`src/rtl/sd_dot_pkg.sv`:
```
`timescale 1ns/1ps
package sd_dot_pkg;

    localparam int unsigned SD_MIN_DIGITS = 2;
    localparam int unsigned SD_MAX_DIGITS = 7;

    typedef enum logic {
        PH_IDLE = 1'b0,
        PH_RUN  = 1'b1
    } phase_e;

    // Bound a requested digit count to the supported range.
    function automatic int unsigned clamp_digits(input int unsigned req,
                                                 input int unsigned lo,
                                                 input int unsigned hi);
        if (req < lo) return lo;
        if (req > hi) return hi;
        return req;
    endfunction

endpackage

```
`src/rtl/sd_tap_select.sv`:
```
`timescale 1ns/1ps
// One tap: turn a signed digit into +w, -w or zero.
module sd_tap_select #(
    parameter int WBITS = 8,
    parameter int SW    = 12
) (
    input  logic [WBITS-1:0]     weight_i,
    input  logic                 pos_i,
    input  logic                 neg_i,
    output logic signed [SW-1:0] term_o
);
    logic signed [SW-1:0] w_ext;

    assign w_ext = {{(SW-WBITS){weight_i[WBITS-1]}}, weight_i};

    always_comb begin
        // 00 and the illegal 11 both select nothing
        if (pos_i && !neg_i)      term_o = w_ext;
        else if (neg_i && !pos_i) term_o = -w_ext;
        else                      term_o = '0;
    end
endmodule

```
`src/rtl/sd_tap_sum.sv`:
```
`timescale 1ns/1ps
// Add the selected terms of all taps.
module sd_tap_sum #(
    parameter int TAPS = 9,
    parameter int SW   = 12
) (
    input  logic [TAPS*SW-1:0]   terms_i,
    output logic signed [SW-1:0] sum_o
);
    always_comb begin
        sum_o = '0;
        for (int t = 0; t < TAPS; t++) begin
            sum_o = sum_o + $signed(terms_i[t*SW +: SW]);
        end
    end
endmodule

```
`src/rtl/sd_dot_acc.sv`:
```
`timescale 1ns/1ps
// Digit counter, shift-and-add accumulator and result register.
module sd_dot_acc import sd_dot_pkg::*; #(
    parameter int SW   = 12,
    parameter int RW   = 19,
    parameter int MAXD = 7,
    parameter int CW   = 3
) (
    input  logic                 clk,
    input  logic                 rst_n,
    input  logic                 start_i,
    input  logic [CW-1:0]        prec_i,
    input  logic signed [SW-1:0] step_i,
    output logic                 busy_o,
    output logic                 done_o,
    output logic signed [RW-1:0] result_o,
    output logic signed [RW-1:0] partial_o
);
    typedef struct packed {
        phase_e               phase;
        logic [CW-1:0]        cnt;
        logic [CW-1:0]        prec;
        logic signed [RW-1:0] acc;
        logic signed [RW-1:0] res;
        logic                 done;
    } acc_state_t;

    acc_state_t           st_d, st_q;
    logic signed [RW-1:0] step_ext;
    logic signed [RW-1:0] acc_next;
    logic [CW-1:0]        prec_req;
    logic [CW-1:0]        cnt_inc;
    logic [CW-1:0]        fin_sh;
    logic [CW-1:0]        part_sh;

    assign step_ext = {{(RW-SW){step_i[SW-1]}}, step_i};
    assign acc_next = (st_q.acc <<< 1) + step_ext;
    assign prec_req = CW'(clamp_digits(32'(prec_i), SD_MIN_DIGITS, MAXD));
    assign cnt_inc  = st_q.cnt + CW'(1);
    assign fin_sh   = CW'(MAXD) - st_q.prec;
    assign part_sh  = CW'(MAXD) - st_q.cnt;

    always_comb begin
        st_d      = st_q;
        st_d.done = 1'b0;
        if (st_q.phase == PH_IDLE) begin
            if (start_i) begin
                st_d.phase = PH_RUN;
                st_d.prec  = prec_req;
                st_d.cnt   = CW'(1);
                st_d.acc   = step_ext;
            end
        end else begin
            // start_i is not looked at while running
            st_d.acc = acc_next;
            st_d.cnt = cnt_inc;
            if (cnt_inc == st_q.prec) begin
                st_d.phase = PH_IDLE;
                st_d.done  = 1'b1;
                st_d.res   = acc_next <<< fin_sh;
            end
        end
    end

    always_ff @(posedge clk or negedge rst_n) begin
        if (!rst_n) st_q <= '0;
        else        st_q <= st_d;
    end

    assign busy_o    = (st_q.phase == PH_RUN);
    assign done_o    = st_q.done;
    assign result_o  = st_q.res;
    assign partial_o = st_q.acc <<< part_sh;
endmodule

```
`src/rtl/sd_dot_engine.sv`:
```
`timescale 1ns/1ps
module sd_dot_engine import sd_dot_pkg::*; #(
    parameter  int TAPS  = 9,
    parameter  int WBITS = 8,
    parameter  int MAXD  = SD_MAX_DIGITS,
    localparam int DW    = $clog2(MAXD + 1),
    localparam int SW    = WBITS + $clog2(TAPS),
    localparam int RW    = SW + MAXD
) (
    input  logic                  clk,
    input  logic                  rst_n,
    input  logic                  start_i,
    input  logic [DW-1:0]         prec_i,
    input  logic [TAPS*WBITS-1:0] weights_i,
    input  logic [TAPS-1:0]       dig_pos_i,
    input  logic [TAPS-1:0]       dig_neg_i,
    output logic                  busy_o,
    output logic                  done_o,
    output logic signed [RW-1:0]  result_o,
    output logic signed [RW-1:0]  partial_o
);
    logic [TAPS*SW-1:0]   tap_terms;
    logic signed [SW-1:0] step_sum;

    for (genvar t = 0; t < TAPS; t++) begin : g_tap
        logic signed [SW-1:0] term;
        sd_tap_select #(.WBITS(WBITS), .SW(SW)) u_sel (
            .weight_i (weights_i[t*WBITS +: WBITS]),
            .pos_i    (dig_pos_i[t]),
            .neg_i    (dig_neg_i[t]),
            .term_o   (term)
        );
        assign tap_terms[t*SW +: SW] = term;
    end

    sd_tap_sum #(.TAPS(TAPS), .SW(SW)) u_sum (
        .terms_i (tap_terms),
        .sum_o   (step_sum)
    );

    sd_dot_acc #(.SW(SW), .RW(RW), .MAXD(MAXD), .CW(DW)) u_acc (
        .clk       (clk),
        .rst_n     (rst_n),
        .start_i   (start_i),
        .prec_i    (prec_i),
        .step_i    (step_sum),
        .busy_o    (busy_o),
        .done_o    (done_o),
        .result_o  (result_o),
        .partial_o (partial_o)
    );
endmodule

```
`config.mk`:
```
export PLATFORM = sky130hd
export DESIGN_NAME = sd_dot_engine
export DESIGN_NICKNAME = d
export VERILOG_FILES = /design/src/rtl/sd_dot_pkg.sv /design/src/rtl/sd_tap_select.sv /design/src/rtl/sd_tap_sum.sv /design/src/rtl/sd_dot_acc.sv /design/src/rtl/sd_dot_engine.sv
export SDC_FILE = /design/constraint.sdc
export NUM_CORES = 1
export LEC_CHECK = 0
export BUFFER_PORTS_ARGS = -buffer_cell sky130_fd_sc_hd__buf_2
export CAP_MARGIN = 40
export CORE_ASPECT_RATIO = 1.25
export CORE_UTILIZATION = 55
export CTS_BUF_LIST = sky130_fd_sc_hd__clkbuf_4
export DETAILED_ROUTE_END_ITERATION = 7
export GPL_ROUTABILITY_DRIVEN = 0
export PLACE_DENSITY = 0.82
export SETUP_SLACK_MARGIN = 0.5
export SYNTH_ARGS = -nofsm -noshare
export SYNTH_HDL_FRONTEND = slang
export SYNTH_HIERARCHICAL = 1
export SYNTH_SLANG_ARGS = --single-unit
```
`constraint.sdc`:
```
create_clock -name clk -period 2.7 [get_ports clk]
set_input_delay 0.135 -clock clk [delete_from_list [all_inputs] [get_ports clk]]
set_output_delay 0.135 -clock clk [all_outputs]
set_load 0.05 [all_outputs]
```
==> results of run 1 <==
[timing repair]
action / CTS
endpoints found under the setup margin: 50
hold buffers: 1
resized for setup: 242
buffers inserted: 50
endpoints found under the hold margin: 14
pin swaps: 122
[logic make-up after synthesis]
logic type      after synthesis
compound gates              284
simple gates                329
xor+xnor                     45
flops                        46
mux                          58
fa+ha+maj                   113
buf+inv                     203
[metal layers]
| metal | GRT overflow | GRT usage (%) |
|---|---|---|
| met5 | 2 | 12.7 |
| met4 | 40 | 80.7 |
| met3 | 3 | 57.4 |
| met2 | 57 | 94.5 |
| met1 | 1 | 72.5 |
[synthesized netlist by cell type (13+ instances only)]
cell / n / area, sq um
a211oi_1: 16 / 120
a21o_1: 24 / 180
a21oi_1: 33 / 165
a22o_2: 18 / 180
buf_4: 19 / 143
clkbuf_1: 38 / 143
dfrtp_1: 46 / 1150
fa_1: 74 / 1480
ha_1: 39 / 488
inv_1: 134 / 503
mux2_2: 20 / 225
mux2i_1: 28 / 280
nand2_1: 123 / 462
nand2b_1: 13 / 81.3
nand3_1: 18 / 90.1
nor2_1: 69 / 259
nor2b_1: 23 / 144
nor3_1: 17 / 85.1
o21a_1: 13 / 97.6
o21ai_0: 63 / 315
xnor2_1: 29 / 254
xor2_1: 16 / 140
[stage by stage]
stage               util [%]  setup slack (ns)  area, sq um  hold slack [ns]  instances
floorplan                  -             -3.57         9210           -0.161       1078
global placement        75.0             -3.85        11700            0.375       1608
detailed placement      75.1             -4.08        11700           0.0760       1609
CTS                     84.9             -3.48        13200           0.0119       1668
==> results.md, run 1 <==
- Hpwl dp: 23.8 mm
- Post-GRT worst EP: u_acc/result_o[17]$_DFFE_PN0P_/D
- Synthesis-stage register bit count: 46
- Outcome: stopped before the end
- GRT overflow: 103
- Post-Syn Instances: 1078
- Post-synthesis adder-cell area fraction: 22.5%
- Count of different cell masters after synthesis: 69
- Simple-Gate Fraction of Synth Area: 18.5%
- Post-synthesis compound-gate area fraction: 23.6%
- Row Count: 51
- Main flop type after synthesis: dfrtp_1
- Register area share after synthesis: 13.1%
- Post-synth ARST share: 100%
- Run Error: [ERROR GRT-0232] Routing congestion too high. Check the congestion heatmap in the GUI.
- Die Wd: 115 um
- Post-synth EDFFs: 0
- CTS Buf Count: 5
- CTS Root Cell: clkbuf_4
- Chip Height: 143 um
- Largest net degree at the start of global routing: 46
- Synth Area in XOR/XNOR: 4.49%
- CTS Sinks: 46
- Clock buffer depth: 2
- Starting density of the core: 56.3%
- IO Port Bufs: 135
- Worst_ep kind: register input
- Post-synthesis mux area share: 8.33%
- Fail Step: global routing
- Syn_area_per_cell: 8.14 sq um
- Yosys warning count: 6
- I/O pin cnt: 136
- Mapped cell area: 8770 sq um
- Global-route usage over all layers: 74.9%
- Htree depth: 2
- Largest family of logic cells by synthesized area: compound AO/OA/AOI/OAI gates
- Mapped Nets: 1287
==> run 2: changes to the inputs <==
- CORE_ASPECT_RATIO: 1.25 -> unset
- CORE_UTILIZATION: 55 -> 40
- CTS_BUF_LIST: sky130_fd_sc_hd__clkbuf_4 -> unset
- PLACE_DENSITY: 0.82 -> unset
- PLACE_DENSITY_LB_ADDON: unset -> 0.15
- SETUP_SLACK_MARGIN: 0.5 -> unset
- clock period: 2.7 -> 3.5 ns (I/O delays scaled with it)
==> results.md, run 2 <==
- Outcome: complete, but fails checks
- Failing checks: negative setup slack
- CTS Root Cell: clkbuf_16
- Main flop type after synthesis: dfrtp_1
- Req. time, crit path: 3.67 ns
- IO Port Bufs: 135
- ANT cells: 0
- Mapped cell area: 8770 sq um
- Worst-Margin Slew: 0.901 ns
- Layout cells sized above 1: 50.3%
- Max-slew violations: 0
- Setup ws final: -2.86 ns
- Ratio of final minimum period to clock period: 182%
- Hold Path Origin: prec_i[2]
- CP max-delay cell: fa_2
- R2R Path Start: u_acc/st_q[20]
- Largest register by flop count: u_acc/st_q
- Flop-to-flop setup slack: 0.50 ns
- CTS Buf Count: 5
- Post-synth EDFFs: 0
- Fin crit period: 6.36 ns
- CP arrival: 6.54 ns
- Skew final: 0.00276 ns
- Worst path depth: 26
- Worst hold endpoint: u_acc/st_q[41]
- Final Hold Fails: 0
- Pre-Repair DR Iteration Count: 5
- R2R cell count: 10
- Fin util: 64.1%
- Global Route met2 Usage: 41.8%
- Vias: 9453
- Commonest non-fill, non-tap cells in the layout: 253 x buf_4, 123 x buf_2, 110 x inv_1, 103 x nand2_1, 64 x fa_1
- Worst skew pair latency: 0.29 ns
- Largest register FFs: 25
- Largest net degree at the start of global routing: 46
- DRT iter0 DRCs: 551
- Critical path class: primary input to register
- Die outline area: 22500 sq um
- Nets: 1665
- Initial antenna violation count: 0
- P&R area growth vs syn: 55.7%
- Fmax: 157 MHz
- Max FO, Critical Path: 6
- CTS tree: done
- RSZ-0062 raised after global routing: yes
- Die Wd: 150 um
- GRT overflow: 0
- Hold slack final: 0.137 ns
- Critical Path Max Stage Delay: 0.57 ns
- Crit-path leading delay family: adder cells
- CTS Sinks: 46
- Final Setup Violations: 34
- Most common cell after layout, fill and taps aside: buf_4
- Crit path buf inv count: 4
- Antenna viol nets, final: 0
- Core area: 21300 sq um
- Post-synth ARST share: 100%
- Most Used Layer, Global Route: met2
- Row Count: 53
- GR Util met1: 38.0%
- Top cells by area, synth: fa_1 17%, dfrtp_1 13%, inv_1 5.7%, ha_1 5.6%, nand2_1 5.3%
- Register area share after synthesis: 13.1%
- Multi-input gate area: 8230 sq um
- Syn_area_per_cell: 8.14 sq um
- Synthesis-stage register bit count: 46
- Met3 Usage GRT: 3.38%
- Yosys warning count: 6
- Count of different cell masters after synthesis: 69
- Chip Height: 150 um
- Hpwl dp: 22.8 mm
- Synth top area share: 16.9%
- Clk pin slew, worst setup/hold paths: 0.07 ns
- Mapped Nets: 1287
- Worst min path class: primary input to register
- I/O pin cnt: 136
- Hold path cells: 2
- Clock buffer depth: 2
- Slew headroom: 40.0%
- CP startpoint kind: primary input
- Synth area leader: fa_1
- Vias per cell: 5.46
- Global-route usage over all layers: 26.0%
- First-pass GRT wire length: 46.4 mm
- WL per Instance: 17.3 um
- DRC: 0
- Count leader, synth: inv_1
- DRT Wirelength: 29.9 mm
- Max Cap Viol: 0
- Critical Path End Type: register
- Reg area: 1150 sq um
- Htree depth: 2
- Worst path most repeated cell: fa_1
- Starting density of the core: 41.2%
- Vias in the first global route: 9192
- Filler cells: 1772
- Top post-synthesis cells by count: 134 x inv_1, 123 x nand2_1, 74 x fa_1
- Post-Syn Instances: 1078
- Worst R2R End: u_acc/result_o[17]
==> run 2: cell counts after synthesis <==
Identical to the previous run, type by type.
==> run 2: worst reg2reg max path, stage by stage (launching register included) <==
cell and delay [ns]:
dfrtp_1 0.40, ha_4 0.16, inv_1 0.06, fa_2 0.39, nand2b_1 0.27, a21oi_4 0.28, o21ai_4 0.11, a311o_1 0.46
mux4_2 0.54, a22oi_2 0.14, o31ai_1 0.09
==> run 2: area by class of cell <==
type / count / share of cell area [%]
clock buffers: 5 / 0.917
clock inverters: 3 / 0.156
inverters: 137 / 3.89
multi-input cells: 829 / 60.3
flip-flops and latches: 46 / 8.43
well taps: 275 / 2.52
repair buffers: 437 / 23.8
==> run 2: cells by family (layout without fill, tap and decap cells) <==
logic type / after synthesis / count (layout) / synth area share [%]
compound gates: 284 / 284 / 23.6
xor+xnor: 45 / 45 / 4.49
fa+ha+maj: 113 / 113 / 22.5
buf+inv: 203 / 582 / 9.53
flops: 46 / 46 / 13.1
mux: 58 / 58 / 8.33
simple gates: 329 / 329 / 18.5
==> run 2: worst max path at each step <==
stage	start	end	slack, ns
final	weights_i[58]	u_acc/result_o[17]	-2.86
after global routing	weights_i[10]	u_acc/result_o[15]	-3.04
after CTS	weights_i[48]	u_acc/result_o[17]	-2.83
after detailed placement	weights_i[56]	u_acc/result_o[17]	-3.24
after global placement	dig_neg_i[0]	u_acc/result_o[15]	-3.19
after floorplan	weights_i[66]	u_acc/result_o[17]	-2.81
==> run 2: routing by layer <==
metal / vias up / share of wire, %
li1: 4548 / -
met1: 4570 / 47
met2: 297 / 46
met3: 38 / 5.5
met4: 0 / 1.7
met5: - / 0
==> run 2: stage by stage <==
step,setup TNS [ns],cells,worst slack [ns],cell area (sq um)
after global routing,-83.12,1732,-3.04,13700
after global placement,-89.01,1671,-3.19,11700
after detailed placement,-90.06,1672,-3.24,11700
final,-77.39,1732,-2.86,13700
after CTS,-75.13,1715,-2.83,12900
after floorplan,-67.30,1078,-2.81,9140
==> run 2: repair_timing <==
action | in CTS | in global routing
gates resized for setup | 171 | 139
setup endpoints to repair | 36 | 35
hold buffers | 1 | 0
hold endpoints to repair | 14 | 0
pin swaps | 82 | 60
buffers inserted | 39 | 24
Power of run 2 is not shown: default switching activity piles up to over one toggle a cycle in this logic, so the estimate is an artifact.
==> run 3: changes to the inputs <==
- RECOVER_POWER: unset -> 100
==> results.md, run 3 (synthesis results as in run 2) <==
- Critical Path End Type: register
- CTS Root Cell: clkbuf_16
- WL per Instance: 17.2 um
- Max-slew violations: 33
- P&R area growth vs syn: 54.8%
- CTS Sinks: 46
- Ratio of final minimum period to clock period: 182%
- Pre-Repair DR Iteration Count: 5
- Worst skew pair latency: 0.29 ns
- Global-route usage over all layers: 26.0%
- Final Setup Violations: 35
- Hold slack final: 0.134 ns
- Chip Height: 150 um
- Core area: 21300 sq um
- DRT iter0 DRCs: 528
- Starting density of the core: 41.2%
- Vias per cell: 5.47
- Fin crit period: 6.37 ns
- Largest net degree at the start of global routing: 46
- Placed Area: 11700 sq um
- Clk pin slew, worst setup/hold paths: 0.07 ns
- Fmax: 157 MHz
- Max FO, Critical Path: 4
- Setup WS pre-CTS: -3.24 ns
- RSZ-0062 raised after global routing: yes
- ANT cells: 0
- Skew final: 0.00391 ns
- Antenna viol nets, final: 0
- CP arrival: 6.54 ns
- Nets: 1665
- Clock buffer depth: 2
- Die outline area: 22500 sq um
- Commonest non-fill, non-tap cells in the layout: 251 x buf_4, 110 x inv_1, 103 x nand2_1, 92 x buf_2, 65 x fa_1
- Vias: 9481
- CTS Buf Count: 5
- Most common cell after layout, fill and taps aside: buf_4
- First-pass GRT wire length: 46.4 mm
- Worst-Margin Slew: 1.76 ns
- Row Count: 53
- Req. time, crit path: 3.67 ns
- Initial antenna violation count: 0
- Layout cells sized above 1: 47.2%
- Largest register by flop count: u_acc/st_q
- I/O pin cnt: 136
- DRT Wirelength: 29.9 mm
- Htree depth: 2
- CP startpoint kind: primary input
- Largest register FFs: 25
- CTS tree: done
- Worst min path class: primary input to register
- IO Port Bufs: 135
- Slew headroom: -17.2%
- Final Hold Fails: 0
- Vias in the first global route: 9192
- Outcome: complete, but fails checks
- Hpwl dp: 22.8 mm
- Max Cap Viol: 1
- Setup ws final: -2.87 ns
- Failing checks: max-capacitance violations, max-slew violations, negative setup slack
- GRT overflow: 0
- Critical path class: primary input to register
- Setup_tns: -77.48 ns
- Die Wd: 150 um
- Post-Layout Inst Area: 13600 sq um
- DRC: 0
-- run 3: cell types whose count changed in the layout (fill, tap and decap cells not counted), moves of 2 or more --
cell | previous run | this run
buf_2 | 123 | 92
mux2_1 | 0 | 9
mux2_2 | 13 | 4
buf_4 | 253 | 251
clkbuf_1 | 0 | 34
-- run 3: worst paths after layout --
kind	to	startpoint	slack, ns	cells past startpoint
max reg2reg	u_acc/result_o[15]	u_acc/st_q[20]	0.50	11
max in group asynchronous	u_acc/st_q[30]	rst_n	0.81	3
max	u_acc/result_o[15]	weights_i[58]	-2.87	25
min reg2reg	u_acc/result_o[1]	u_acc/result_o[1]	0.48	2
min	u_acc/st_q[41]	prec_i[2]	0.13	2
min in group asynchronous	u_acc/result_o[0]	rst_n	0.54	2
-- run 3: worst max-delay path, stage by stage --
cell,delay [ns]
buf_2,0.10
or3_4,0.37
or4_1,0.41
a32o_2,0.28
fa_2,0.57
fa_1,0.44
fa_1,0.54
inv_1,0.05
fa_1,0.48
inv_2,0.05
ha_4,0.28
o21ai_2,0.06
a21boi_1,0.18
o21a_1,0.16
nor2_1,0.06
xnor2_1,0.19
ha_1,0.29
a2111o_1,0.47
inv_4,0.13
a2111oi_4,0.08
a311o_1,0.39
buf_4,0.18
mux4_2,0.44
nand2_1,0.07
nand3_1,0.06
-- run 3: routing by layer --
layer  wire [um]  vias up  global-route usage, %
li1            -     4547                      -
met2       13800      303                   41.8
met5           0        -                      0
met4         499        0                   3.18
met1       13800     4589                   38.0
met3        1770       42                   3.38
-- run 3: repair_timing --
action / CTS / global route
gates resized for setup: 171 / 139
setup buffers: 39 / 24
pin swaps: 82 / 60
hold endpoints to repair: 14 / 0
hold buffers: 1 / 0
setup endpoints to repair: 36 / 35
-- run 3: layout make-up --
type                    instances  area [sq um]
clock inverters                 3          21.3
inverters                     137           531
well taps                     275           344
repair buffers                437          3190
flip-flops and latches         46          1150
fillers                      1798          7710
clock buffers                   5           125
multi-input cells             829          8210
-- run 3: through the flow --
stage               instances  util [%]
CTS                      1715      60.8
floorplan                1078         -
finish                   1732      63.8
global placement         1671      55.0
global route             1732      63.8
detailed placement       1672      55.1
Power of run 3 is left out for the same reason.
